File: config.mk
export PLATFORM = sky130hd
export DESIGN_NAME = dual_timer_counter
export DESIGN_NICKNAME = d
export VERILOG_FILES = /design/src/rtl/dtc_pkg.sv /design/src/rtl/dtc_pin_sync.sv /design/src/rtl/dtc_ctrl.sv /design/src/rtl/dtc_datapath.sv /design/src/rtl/dual_timer_counter.sv
export SDC_FILE = /design/constraint.sdc
export NUM_CORES = 1
export LEC_CHECK = 0
export BUFFER_PORTS_ARGS = -buffer_cell sky130_fd_sc_hd__buf_2
export CORE_ASPECT_RATIO = 0.8
export CORE_UTILIZATION = 30
export CTS_BUF_LIST = sky130_fd_sc_hd__clkbuf_16
export CTS_CLUSTER_SIZE = 25
export DETAILED_ROUTE_END_ITERATION = 10
export SKIP_CTS_REPAIR_TIMING = 1
export SLEW_MARGIN = 25
export SYNTH_ARGS = -nofsm -noshare
export SYNTH_HDL_FRONTEND = slang
export SYNTH_SLANG_ARGS = --single-unit
File: constraint.sdc
create_clock -name clk -period 3 [get_ports clk]
set_input_delay 0.9 -clock clk [delete_from_list [all_inputs] [get_ports clk]]
set_output_delay 0.9 -clock clk [all_outputs]
set_load 0.01 [all_outputs]
File: src/rtl/dtc_pkg.sv
package dtc_pkg;
  localparam int NUM_TIMERS = 2;
  localparam int BYTE_W     = 8;
  localparam int ADDR_W     = 3;
  localparam int NIBBLE_W   = 4;
  localparam int MODE_W     = NUM_TIMERS * NIBBLE_W;
  localparam int PRESC_W    = 5;
  localparam int SYNC_DEPTH = 2;

  localparam logic [ADDR_W-1:0] ADDR_MODE = 3'd0;
  localparam logic [ADDR_W-1:0] ADDR_FLAG = 3'd5;

  typedef enum logic [1:0] {
    MODE_PRESC = 2'b00,
    MODE_WIDE  = 2'b01,
    MODE_RELD  = 2'b10,
    MODE_SPLIT = 2'b11
  } countMode_e;

  typedef struct packed {
    logic [NUM_TIMERS-1:0] tick;
    logic                  splitTick;
    logic [NUM_TIMERS-1:0] wrLow;
    logic [NUM_TIMERS-1:0] wrHigh;
    logic                  wrFlag;
  } dtcStrobes_t;
endpackage

File: src/rtl/dtc_pin_sync.sv
module dtc_pin_sync #(
  parameter int WIDTH = 2,
  parameter int DEPTH = 2
) (
  input  logic             clk,
  input  logic             rstN,
  input  logic [WIDTH-1:0] pinIn,
  output logic [WIDTH-1:0] fallEdge
);
  logic [WIDTH-1:0] stage [DEPTH];
  logic [WIDTH-1:0] prevSample;

  always_ff @(posedge clk) begin
    if (!rstN) begin
      for (int s = 0; s < DEPTH; s++) stage[s] <= '0;
      prevSample <= '0;
    end else begin
      stage[0] <= pinIn;
      for (int s = 1; s < DEPTH; s++) stage[s] <= stage[s-1];
      prevSample <= stage[DEPTH-1];
    end
  end

  assign fallEdge = prevSample & ~stage[DEPTH-1];
endmodule

File: src/rtl/dtc_ctrl.sv
module dtc_ctrl
  import dtc_pkg::*;
(
  input  logic                  clk,
  input  logic                  rstN,
  input  logic                  wrEn,
  input  logic [ADDR_W-1:0]     addr,
  input  logic [BYTE_W-1:0]     wrData,
  input  logic [NUM_TIMERS-1:0] runEn,
  input  logic [NUM_TIMERS-1:0] intPin,
  input  logic [NUM_TIMERS-1:0] fallEdge,
  output logic [MODE_W-1:0]     modeReg,
  output dtcStrobes_t           strobes
);
  always_ff @(posedge clk) begin
    if (!rstN) modeReg <= '0;
    else if (wrEn && addr == ADDR_MODE) modeReg <= wrData;
  end

  for (genvar i = 0; i < NUM_TIMERS; i++) begin : g_unit
    logic       gateOn, ctSel, enabled, evt;
    countMode_e unitMode;
    assign gateOn   = modeReg[i*NIBBLE_W + 3];
    assign ctSel    = modeReg[i*NIBBLE_W + 2];
    assign unitMode = countMode_e'(modeReg[i*NIBBLE_W +: 2]);
    assign enabled  = runEn[i] & (~gateOn | intPin[i]);
    assign evt      = ctSel ? fallEdge[i] : 1'b1;
    if (i == 1) begin : g_hold
      assign strobes.tick[i] = enabled & evt & (unitMode != MODE_SPLIT);
    end else begin : g_free
      assign strobes.tick[i] = enabled & evt;
    end
    assign strobes.wrLow[i]  = wrEn && (addr == ADDR_W'(1 + 2*i));
    assign strobes.wrHigh[i] = wrEn && (addr == ADDR_W'(2 + 2*i));
  end

  assign strobes.splitTick = (countMode_e'(modeReg[1:0]) == MODE_SPLIT) & runEn[1];
  assign strobes.wrFlag    = wrEn && (addr == ADDR_FLAG);
endmodule

File: src/rtl/dtc_datapath.sv
module dtc_datapath
  import dtc_pkg::*;
(
  input  logic                               clk,
  input  logic                               rstN,
  input  dtcStrobes_t                        strobes,
  input  logic [MODE_W-1:0]                  modeReg,
  input  logic [BYTE_W-1:0]                  wrData,
  output logic [NUM_TIMERS-1:0][BYTE_W-1:0]  cntLow,
  output logic [NUM_TIMERS-1:0][BYTE_W-1:0]  cntHigh,
  output logic [NUM_TIMERS-1:0]              ovfFlag
);
  logic [NUM_TIMERS-1:0] wrapVec;
  logic                  splitWrap;

  for (genvar i = 0; i < NUM_TIMERS; i++) begin : g_tmr
    logic [BYTE_W-1:0] lowQ, highQ, lowNext, highNext;
    logic              wrapNow;
    countMode_e        unitMode;
    assign unitMode = countMode_e'(modeReg[i*NIBBLE_W +: 2]);

    always_comb begin
      lowNext  = lowQ;
      highNext = highQ;
      wrapNow  = 1'b0;
      if (strobes.tick[i]) begin
        unique case (unitMode)
          MODE_PRESC: begin
            lowNext[PRESC_W-1:0] = lowQ[PRESC_W-1:0] + 1'b1;
            if (&lowQ[PRESC_W-1:0]) begin
              highNext = highQ + 1'b1;
              wrapNow  = &highQ;
            end
          end
          MODE_WIDE: begin
            {highNext, lowNext} = {highQ, lowQ} + 1'b1;
            wrapNow = &{highQ, lowQ};
          end
          MODE_RELD: begin
            if (&lowQ) begin
              lowNext = highQ;
              wrapNow = 1'b1;
            end else begin
              lowNext = lowQ + 1'b1;
            end
          end
          MODE_SPLIT: begin
            lowNext = lowQ + 1'b1;
            wrapNow = &lowQ;
          end
          default: ;
        endcase
      end
      if (i == 0 && strobes.splitTick) highNext = highQ + 1'b1;
    end

    always_ff @(posedge clk) begin
      if (!rstN) begin
        lowQ  <= '0;
        highQ <= '0;
      end else begin
        lowQ  <= strobes.wrLow[i]  ? wrData : lowNext;
        highQ <= strobes.wrHigh[i] ? wrData : highNext;
      end
    end

    assign cntLow[i]  = lowQ;
    assign cntHigh[i] = highQ;
    assign wrapVec[i] = wrapNow;
  end

  assign splitWrap = strobes.splitTick & (&cntHigh[0]);

  always_ff @(posedge clk) begin
    if (!rstN) ovfFlag <= '0;
    else if (strobes.wrFlag) ovfFlag <= wrData[NUM_TIMERS-1:0];
    else ovfFlag <= ovfFlag | wrapVec | {splitWrap, 1'b0};
  end
endmodule

File: src/rtl/dual_timer_counter.sv
module dual_timer_counter
  import dtc_pkg::*;
(
  input  logic                  clk,
  input  logic                  rstN,
  input  logic                  wrEn,
  input  logic [ADDR_W-1:0]     addr,
  input  logic [BYTE_W-1:0]     wrData,
  output logic [BYTE_W-1:0]     rdData,
  input  logic [NUM_TIMERS-1:0] runEn,
  input  logic [NUM_TIMERS-1:0] intPin,
  input  logic [NUM_TIMERS-1:0] cntPin,
  output logic [NUM_TIMERS-1:0] ovf
);
  logic [NUM_TIMERS-1:0]             fallEdge;
  logic [MODE_W-1:0]                 modeReg;
  dtcStrobes_t                       strobes;
  logic [NUM_TIMERS-1:0][BYTE_W-1:0] cntLow, cntHigh;
  logic [NUM_TIMERS-1:0]             ovfFlag;

  dtc_pin_sync #(.WIDTH(NUM_TIMERS), .DEPTH(SYNC_DEPTH)) u_sync (
    .clk(clk), .rstN(rstN), .pinIn(cntPin), .fallEdge(fallEdge)
  );

  dtc_ctrl u_ctrl (
    .clk(clk), .rstN(rstN), .wrEn(wrEn), .addr(addr), .wrData(wrData),
    .runEn(runEn), .intPin(intPin), .fallEdge(fallEdge),
    .modeReg(modeReg), .strobes(strobes)
  );

  dtc_datapath u_dp (
    .clk(clk), .rstN(rstN), .strobes(strobes), .modeReg(modeReg),
    .wrData(wrData), .cntLow(cntLow), .cntHigh(cntHigh), .ovfFlag(ovfFlag)
  );

  always_comb begin
    unique case (addr)
      3'd0:    rdData = modeReg;
      3'd1:    rdData = cntLow[0];
      3'd2:    rdData = cntHigh[0];
      3'd3:    rdData = cntLow[1];
      3'd4:    rdData = cntHigh[1];
      3'd5:    rdData = {{(BYTE_W-NUM_TIMERS){1'b0}}, ovfFlag};
      default: rdData = '0;
    endcase
  end

  assign ovf = ovfFlag;
endmodule

==> summary.txt, run 1 <==
Die
  • # rows: 34
  • Io pins: 30
  • Die width: 120 um
  • Core Area: ~11,000 um^2
  • Initial Util: 0.309
  • Die height: 96.8 um
  • DIE AREA: 11,700 um^2

Worst hold path
  • Worst min-delay path category: reg2reg
  • Hold Startpoint: u_sync.stage[0][0]
  • Worst hold endpoint: u_sync.stage[0][2]
  • Hold path depth: 1

Pwr
  • Peak supply drop: 0.205 mV
  • Pwr Total: 1.58 mW
  • Power Density: just over 400 nW/um^2
  • Leak Pwr: 1.41 nW

Synth
  • Post-synth EDFFs: 0
  • #FFs+latches synth: 48
  • Cells after Synth: 436
  • Synth warn: 0
  • Mapped Nets: 466
  • Most used DFF post-synth: dfxtp_1
  • Yosys top cell area share: 0.285
  • Ranking of synthesized cells by area: dfxtp_1, nand2_1, a21oi_1, o21ai_0, ha_1
  • Ys async rst share: 0
  • Sequential area share after synthesis: 0.285
  • Area leader, netlist: dfxtp_1
  • Synth Cell Area: 3370 um^2
  • Yosys cell types: 60
  • Avg Cell Area, Syn: about 7.7 um^2

Cells and area
  • Area Growth Syn to Fin: 16.0%
  • Finished Core Util: 0.359
  • Most frequent cells in the layout: nand2_1, dfxtp_1, a21oi_1
  • # diodes: 0
  • Nets@finish: 495
  • FILL cells: roughly 1,200
  • Leading cell type in the layout, fill and taps excluded: nand2_1
  • Share of post-route cells with drive strength above 1: 0.161

Critical path
  • Most frequent CP cell: buf_2
  • CP peak stage delay: 320 ps
  • CP Capture Type: primary output
  • Crit start category: primary input
  • CP arrival: 2030 ps
  • Register-to-Register Path Depth: 9
  • Worst-path fanout max: 9
  • Slowest CP cell: nor2b_1
  • Critical R2R Capture: u_dp.g_tmr[0].highQ[4]
  • RR Startpoint: u_dp.g_tmr[0].lowQ[0]
  • Worst path cell trace: buf_2 -> nor2b_1 -> a22oi_1 -> o21ai_0 -> buf_2
  • Req. time, crit path: 2100 ps
  • Reg2reg setup slack: ~600 ps
  • Crit Path Category: in2out

Clocking
  • TritonCTS Buffers: 5
  • Root Buffer: clkbuf_16
  • CTS tree: built
  • CTS Buffer Depth: 2
  • Clock transition at the registers of the reported paths: ~70 ps
  • Later-pin clock latency in the skew report: 290 ps
  • Sink Count: between 40 and 50
  • H-tree depth: 2

Placed design
  • GPL Wtd Cong: 0.966
  • HPWL after detailed placement: 8880 um
  • I/O Buffers: 29

Global route
  • Vias in the first global route: 3,336
  • All-layer global routing usage: 0.207
  • Initial antenna violation count: 0
  • Pin count of the biggest net entering global routing: 23
  • Total gr overflow: 0
  • First-pass GRT wire length: 18,600 um

Route
  • Total number of vias: 3,589
  • First DRT Iteration DRCs: about 360
  • Routed Antenna Nets: 0
  • Drt drc: 0
  • DRT Wirelength: between 10,000 and 15,000 um
  • Via-per-instance ratio: 5.88
  • WL per Instance: between 15 and 20 um
  • Drt pass-1 iters: 5

Timing
  • Final Slew Violations: 0
  • Final hold vios: 0
  • TNS Setup: 0 ps
  • Final setup violation count: 0
  • Fin crit share: 0.975
  • Max-slew headroom at the worst pin: 0.554
  • Worst Tran Pin Value: 668 ps
  • Min Hold Slack: roughly 440 ps
  • Min Tclk post-route: a little under 3000 ps
  • Max Clock Freq: 0.342 GHz
  • Setup repair after global routing missed its margin: no
  • Clock Skew: ~5 ps

Outcome
  • Status: finished, final reports clean

Run
  • Max Cap Viol: 0
## kinds of logic (layout without fill, tap and decap cells)
logic type / count (synthesis) / after routing / share of synthesized area
xor gates and xnor gates: 14 / 14 / 0.0364
DFF: 48 / 48 / 0.285
muxes: 20 / 20 / 0.0624
AOI/OAI and AO/OA: 139 / 139 / 0.271
and+or+nand+nor: 167 / 167 / 0.263
adders and majority gates: 10 / 10 / 0.0371
buffers and inverters: 38 / 68 / 0.0446
## final cells by class
type                       count  area, um^2  share of cell area
tap                          144         180              0.0461
timing repair buffer          49         298              0.0762
clock inverter                 3        42.5              0.0109
sequential                    48         961               0.246
multi-input combinational    350        2260               0.578
clock buffer                   5         125              0.0320
inverter                      11        41.3              0.0106
## report_power, final
part / internal (mW) / leakage [nW] / switching [mW]
logic: 0.0893 / 0.942 / 0.135
clock network: 0.392 / 0.0798 / 0.261
registers: 0.663 / 0.391 / 0.0408
total: 1.14 / 1.41 / 0.436
## stage by stage
stage	instance area (um^2)	instances	setup WS [ps]
3_3_place_gp	3740	602	73.6
5_1_grt	3910	610	17.5
6_report	3910	610	74.4
4_1_cts	3900	610	36.1
3_5_place_dp	3740	602	49.5
2_1_floorplan	3370	436	123
## metal layers
layer / global-route usage / vias to the layer above / part of all wire / routed length, um
met2: 0.292 / 193 / 0.41 / 4740
met3: 0.0660 / 18 / 0.11 / 1330
met1: 0.299 / 1690 / 0.46 / 5360
met5: 0 / - / 0 / 0
li1: - / 1688 / - / -
met4: 0.0598 / 0 / 0.021 / 240
## worst max-delay path by stage
stage / from / end / cells after the start
2_1_floorplan: addr[2] / rdData[6] / 5
3_3_place_gp: addr[0] / rdData[6] / 5
3_5_place_dp: addr[0] / rdData[6] / 5
4_1_cts: addr[0] / rdData[6] / 5
5_1_grt: addr[1] / rdData[2] / 5
6_report: addr[1] / rdData[2] / 5
## critical path: cells and delay by family
kind	cells	cell delay, ps
compound gates	2	430
buf+inv	2	360
simple gates	1	320
## cells in the mapped netlist (all sizes together) (6+ instances only)
| master | instances |
|---|---|
| nand2 | 50 |
| dfxtp | 48 |
| o21ai | 37 |
| a21oi | 35 |
| clkbuf | 23 |
| nand3 | 23 |
| nor2 | 21 |
| nor3 | 14 |
| mux2i | 12 |
| a31oi | 11 |
| and2 | 11 |
| inv | 11 |
| ha | 10 |
| xnor2 | 10 |
| a211oi | 9 |
| and3 | 9 |
| nand4 | 9 |
| a22oi | 8 |
| mux2 | 8 |
| nand2b | 7 |
| o22ai | 7 |
| a221oi | 6 |
| nor2b | 6 |
## state kept, by name (all words and copies together) (netlist names)
signal and cells:
u_dp.ovfFlag 2, u_sync.prevSample 2, u_sync.stage 4, u_dp.g_tmr.lowQ 16, u_dp.g_tmr.highQ 16, u_ctrl.modeReg 8
No activity file was read; power rests on OpenSTA's default activity.
==> inputs of run 2 (changes only) <==
CORE_MARGIN = 2   (was not set)
REMOVE_ABC_BUFFERS = 1   (was not set)
==> run 2 against run 1 <==
Against the previous run:
- first-iteration DRC count up 20%
- non-clock buffer count decreased by 3
- clock skew is 4.6 ps higher
- largest cell class unchanged
- worst hold slack got worse by 6.5 ps
- total power decreased by 0.88%
- final cell count down 0.49%
- worst setup slack improved by 7.6 ps
- maximum frequency up 0.26%
- wire length decreased by 1.9%
- sequential share of layout area is 0.18 points higher
- largest power group unchanged
- critical path depth stayed put
- critical endpoint unchanged
==> summary.txt, run 2 (synthesis gave the netlist of run 1 again) <==
Critical path
  • CP arrival: 2020 ps (about the same)
  • CP peak stage delay: 300 ps (-20 ps)
  • Worst-path fanout max: 11 (+2)
  • Crit Path Category: in2out
  • Most frequent CP cell: buf_2
  • Slowest CP cell: nor2b_1
  • Crit path buf inv count: 2 (unchanged)
  • Worst path cell trace: buf_2 -> nor2b_1 -> a22oi_1 -> o21ai_0 -> buf_2
  • CP Capture Type: primary output
  • Req. time, crit path: 2100 ps (about the same)
  • CP delay by family, top: buffers and inverters
  • Crit start category: primary input

Timing
  • Setup repair after global routing missed its margin: no
  • Min Tclk post-route: 2920 ps (-7.60 ps)
  • Worst Tran Pin Value: 778 ps (+111 ps)
  • Clock Skew: 9.71 ps (+4.57 ps)
  • TNS Setup: 0 ps (unchanged)
  • Max Clock Freq: 0.343 GHz (+0.26%)
  • Final Slew Violations: 0 (unchanged)
  • Worst setup margin: 82.0 ps (+7.60 ps)
  • Fin crit share: 0.973 (-0.00253)
  • Final setup violation count: 0 (unchanged)
  • Max-slew headroom at the worst pin: 0.481 (-0.0734)
  • Final hold vios: 0 (unchanged)

Global route
  • All-layer global routing usage: 0.197 (-0.0106)
  • Vias in the first global route: 3,344 (+0.24%)
  • Total gr overflow: 0 (unchanged)
  • First-pass GRT wire length: 18,500 um (-0.37%)
  • Pin count of the biggest net entering global routing: 39 (+70%)
  • Initial antenna violation count: 0 (unchanged)

Clocking
  • H-tree depth: 2 (unchanged)
  • Clock transition at the registers of the reported paths: 60 ps (about the same)
  • CTS tree: built
  • TritonCTS Buffers: 5 (unchanged)
  • CTS Buffer Depth: 2 (unchanged)
  • Later-pin clock latency in the skew report: 290 ps (about the same)
  • Root Buffer: clkbuf_16
  • Sink Count: 48 (unchanged)

Route
  • Total number of vias: 3,651 (+1.7%)
  • Via-per-instance ratio: 6.01 (+2.2%)
  • First DRT Iteration DRCs: 426 (+20%)
  • DRT Wirelength: 11,400 um (-1.9%)
  • WL per Instance: 18.9 um (-1.4%)
  • Routed Antenna Nets: 0 (unchanged)
  • Drt pass-1 iters: 5 (unchanged)
  • Drt drc: 0 (unchanged)

Cells and area
  • Biggest regs: u_dp.g_tmr.highQ x16, u_dp.g_tmr.lowQ x16, u_ctrl.modeReg x8
  • # diodes: 0 (unchanged)
  • Nets@finish: 492 (-0.61%)
  • Non-filler cells, final: 607 (-0.49%)
  • Share of post-route cells with drive strength above 1: 0.153 (-0.00760)
  • Leading cell type in the layout, fill and taps excluded: nand2_1
  • Area Growth Syn to Fin: 15.2%
  • Most frequent cells in the layout: nand2_1, dfxtp_1, a21oi_1
  • Finished Core Util: 0.356 (-0.00264)

Die
  • # rows: 34 (unchanged)
  • Die width: 122 um (+1.7%)
  • Core Area: 10,900 um^2 (unchanged)
  • Initial Util: 0.309 (unchanged)
  • Die height: 98.8 um (+2.1%)
  • DIE AREA: 12,100 um^2 (+3.8%)
  • Io pins: 30 (unchanged)

Placed design
  • HPWL after detailed placement: 8440 um (-5.0%)
  • GPL Wtd Cong: 0.932 (-3.5%)
  • Placed cell count: 599 (-0.50%)
  • I/O Buffers: 29 (unchanged)
  • Setup WS pre-CTS: 66.9 ps (+17.4 ps)

Outcome
  • Status: finished, final reports clean

Pwr
  • Power Density: 404 nW/um^2 (-0.14%)
  • Leak Pwr: 1.40 nW (-0.70%)
  • Peak supply drop: 0.244 mV (+19%)

Run
  • Max Cap Viol: 0 (unchanged)

Worst hold path
  • Worst min-delay path category: reg2reg
-- run 2: worst paths after layout --
check	startpoint	to	slack, ps	cells past startpoint
min reg2reg	u_sync.stage[0][1]	u_sync.stage[0][3]	440	1
min	u_sync.stage[0][1]	u_sync.stage[0][3]	440	1
max reg2reg	u_dp.g_tmr[0].lowQ[0]	u_dp.g_tmr[0].highQ[2]	570	8
max	addr[1]	rdData[2]	80	5
-- run 2: report_power, final --
group | switching, mW | internal [mW]
Clock | 0.252 | 0.389
Sequential | 0.0417 | 0.663
Combinational | 0.133 | 0.0880
-- run 2: cell type report --
| type | count | area, um^2 |
|---|---|---|
| Fill cell | 1144 | 7010 |
| Multi-Input combinational cell | 350 | 2260 |
| Sequential cell | 48 | 961 |
| Timing Repair Buffer | 46 | 273 |
| Tap cell | 144 | 180 |
| Clock buffer | 5 | 125 |
| Inverter | 11 | 41.3 |
| Clock inverter | 3 | 38.8 |
-- run 2: layer usage --
layer	up-vias	global-route usage	part of all wire	routed length, um
met2	206	0.298	0.43	4890
met4	0	0.0513	0.025	286
met5	-	0	0	0
li1	1681	-	-	-
met1	1740	0.288	0.45	5200
met3	24	0.0336	0.094	1080
-- run 2: worst register-to-register path: cells and delay by family (launching register included) --
kind | cells | cell delay (ps)
simple gates | 2 | 280
fa+ha+maj | 2 | 410
compound gates | 3 | 990
flops | 1 | 350
mux | 1 | 300
-- run 2: metrics by stage --
step                hold slack (ps)  total power [mW]  cell area (um^2)
finish                          436              1.57              3880
global route                    454              1.63              3880
CTS                             440              1.57              3880
detailed placement              423             0.934              3710
global placement                420             0.931              3710
floorplan                       412             0.823              3260
==> inputs of run 3 (changes only) <==
clock period = 3.6 ns   (was 3 ns; I/O delays follow)
==> run 3 against run 2 <==
Against the previous run:
- die area unchanged
- critical endpoint is now rdData[6]
- critical path type unchanged
- sequential share of layout area up 0.81 points
- final area down 3.2%
- register-to-register slack better by 460 ps
- total power down 23%
- non-clock buffer count down 12
- final cell count down 2.1%
- worst hold slack worse by 4.9 ps
==> summary.txt, run 3 (synthesis gave the netlist of run 1 again) <==
Critical path
  • Crit Path Category: in2out
  • Req. time, crit path: 2520 ps (+420 ps)
  • Worst-path fanout max: 18 (+7)
  • CP arrival: 2290 ps (+270 ps)
  • Register-to-Register Path Depth: 8 (unchanged)
  • CP peak stage delay: 380 ps (+80 ps)
  • Most frequent CP cell: buf_2
  • Crit start category: primary input
  • Reg2reg setup slack: 1030 ps (+460 ps)
  • Worst path cell trace: buf_2 -> mux2_2 -> a22oi_1 -> o21ai_0 -> buf_2
  • CP Capture Type: primary output
  • Slowest CP cell: mux2_2

Route
  • Drt pass-1 iters: 5 (unchanged)
  • Total number of vias: 3,508 (-3.9%)
  • Via-per-instance ratio: 5.91 (-1.8%)
  • First DRT Iteration DRCs: 318 (-25%)
  • Drt drc: 0 (unchanged)
  • Routed Antenna Nets: 0 (unchanged)
  • WL met2: 5010 um (+2.4%)
  • Met1 WL: 5440 um (+4.7%)
  • Uppermost layer routed: met4
  • DRT Wirelength: 11,500 um (+0.40%)
  • WL per Instance: 19.4 um (+2.6%)
  • Met3 Wirelength: 868 um (-19%)

Die
  • DIE AREA: 12,100 um^2 (unchanged)
  • Die height: 98.8 um (unchanged)
  • Initial Util: 0.309 (unchanged)
  • Die width: 122 um (unchanged)
  • Core Area: 10,900 um^2 (unchanged)
  • # rows: 34 (unchanged)
  • Io pins: 30 (unchanged)

Timing
  • Worst Tran Pin Value: 861 ps (+82.5 ps)
  • Max Clock Freq: 0.297 GHz
  • Final hold vios: 0 (unchanged)
  • Final Slew Violations: 0 (unchanged)
  • Min Hold Slack: 431 ps (-4.92 ps)
  • Setup repair after global routing missed its margin: no
  • Min Tclk post-route: about 3400 ps
  • Worst setup margin: 234 ps (+152 ps)
  • Final setup violation count: 0 (unchanged)
  • Fin crit share: 0.935
  • Max-slew headroom at the worst pin: 0.422 (-0.0589)
  • Clock Skew: 8.07 ps (-1.64 ps)
  • TNS Setup: 0 ps (unchanged)

Pwr
  • Clock power frac: 0.369 (-0.040)
  • Leak Pwr: 1.33 nW (-5.4%)
  • Logic pwr share: 0.144 (+0.003)
  • Reg power frac: 0.487 (+0.037)
  • Peak supply drop: 0.188 mV (-23%)
  • Power Density: 323 nW/um^2 (-20%)
  • Sw frac: 0.283 (+0.0107)
  • P_int: 0.870 mW (-24%)
  • Psw: 0.343 mW (-20%)
  • Pwr Total: 1.21 mW (-23%)

Run
  • Max Cap Viol: 0 (unchanged)

Global route
  • Vias in the first global route: 3,188 (-4.7%)
  • Initial antenna violation count: 0 (unchanged)
  • Total gr overflow: 0 (unchanged)
  • Pin count of the biggest net entering global routing: 39 (unchanged)
  • First-pass GRT wire length: 18,300 um (-1.2%)
  • All-layer global routing usage: 0.194 (-0.00253)

Clocking
  • CTS tree: built
  • Root Buffer: clkbuf_16
  • Later-pin clock latency in the skew report: 280 ps (about the same)
  • Clock transition at the registers of the reported paths: 60 ps (about the same)
  • TritonCTS Buffers: 5 (unchanged)
  • Sink Count: 48 (unchanged)
  • CTS Buffer Depth: 2 (unchanged)
  • H-tree depth: 2 (unchanged)

Placed design
  • Setup WS pre-CTS: 251 ps (+184 ps)
  • I/O Buffers: 29 (unchanged)
  • HPWL after detailed placement: 8350 um (-1.0%)
  • Placed cell count: 587 (-2.0%)
  • GPL Wtd Cong: 0.941 (+0.90%)

Worst hold path
  • Worst min-delay path category: reg2reg
  • Hold path depth: 1 (unchanged)

Cells and area
  • Biggest regs: u_dp.g_tmr.highQ x16, u_dp.g_tmr.lowQ x16, u_ctrl.modeReg x8
  • Most frequent cells in the layout: nand2_1, dfxtp_1, a21oi_1
  • Nets@finish: 480 (-2.4%)
  • Share of post-route cells with drive strength above 1: 0.127 (-0.0267)
  • Leading cell type in the layout, fill and taps excluded: nand2_1
  • Non-filler cells, final: 594 (-2.1%)
  • Area Growth Syn to Fin: 11.5%
  • # diodes: 0 (unchanged)

Outcome
  • Status: finished, final reports clean
==> run 3: cell count changes in the layout (fill, tap and decap cells not counted), sizes merged <==
| cell | change |
|---|---|
| buf | -12 |
| bufinv | -1 |
==> run 3: critical path: cells and delay by family <==
family	cells	cell delay, ps
compound gates	2	310
buf+inv	2	510
mux	1	380
==> run 3: metal layers <==
| layer | vias up | track usage |
|---|---|---|
| met1 | 1655 | 0.299 |
| met5 | - | 0 |
| li1 | 1659 | - |
| met3 | 17 | 0.0301 |
| met2 | 177 | 0.286 |
| met4 | 0 | 0.0336 |
==> run 3: metrics by stage <==
step	util	instance area, um^2
2_1_floorplan	-	3260
3_3_place_gp	0.333	3620
3_5_place_dp	0.333	3620
4_1_cts	0.345	3760
5_1_grt	0.345	3760
6_report	0.345	3760
==> run 3: power by group through the flow <==
stage	registers (mW)	logic (mW)	clock network (mW)
6_report	0.590	0.175	0.447
5_1_grt	0.592	0.193	0.482
4_1_cts	0.589	0.173	0.463
3_5_place_dp	0.601	0.172	0
3_3_place_gp	0.600	0.168	0
2_1_floorplan	0.586	0.0997	0
==> run 3: layout make-up <==
cell class	count	area (um^2)
clock inverters	2	8.76
multi-input cells	350	2260
inverters	11	41.3
fillers	1174	7130
repair buffers	34	183
clock buffers	5	125
flip-flops and latches	48	961
well taps	144	180
==> run 3: final timing paths <==
| path | end | start |
|---|---|---|
| hold reg to reg | u_sync.stage[0][3] | u_sync.stage[0][1] |
| setup reg to reg | u_dp.g_tmr[0].highQ[6] | u_dp.g_tmr[0].lowQ[1] |
| setup / recovery | rdData[6] | addr[2] |
| hold / removal | u_sync.stage[0][3] | u_sync.stage[0][1] |
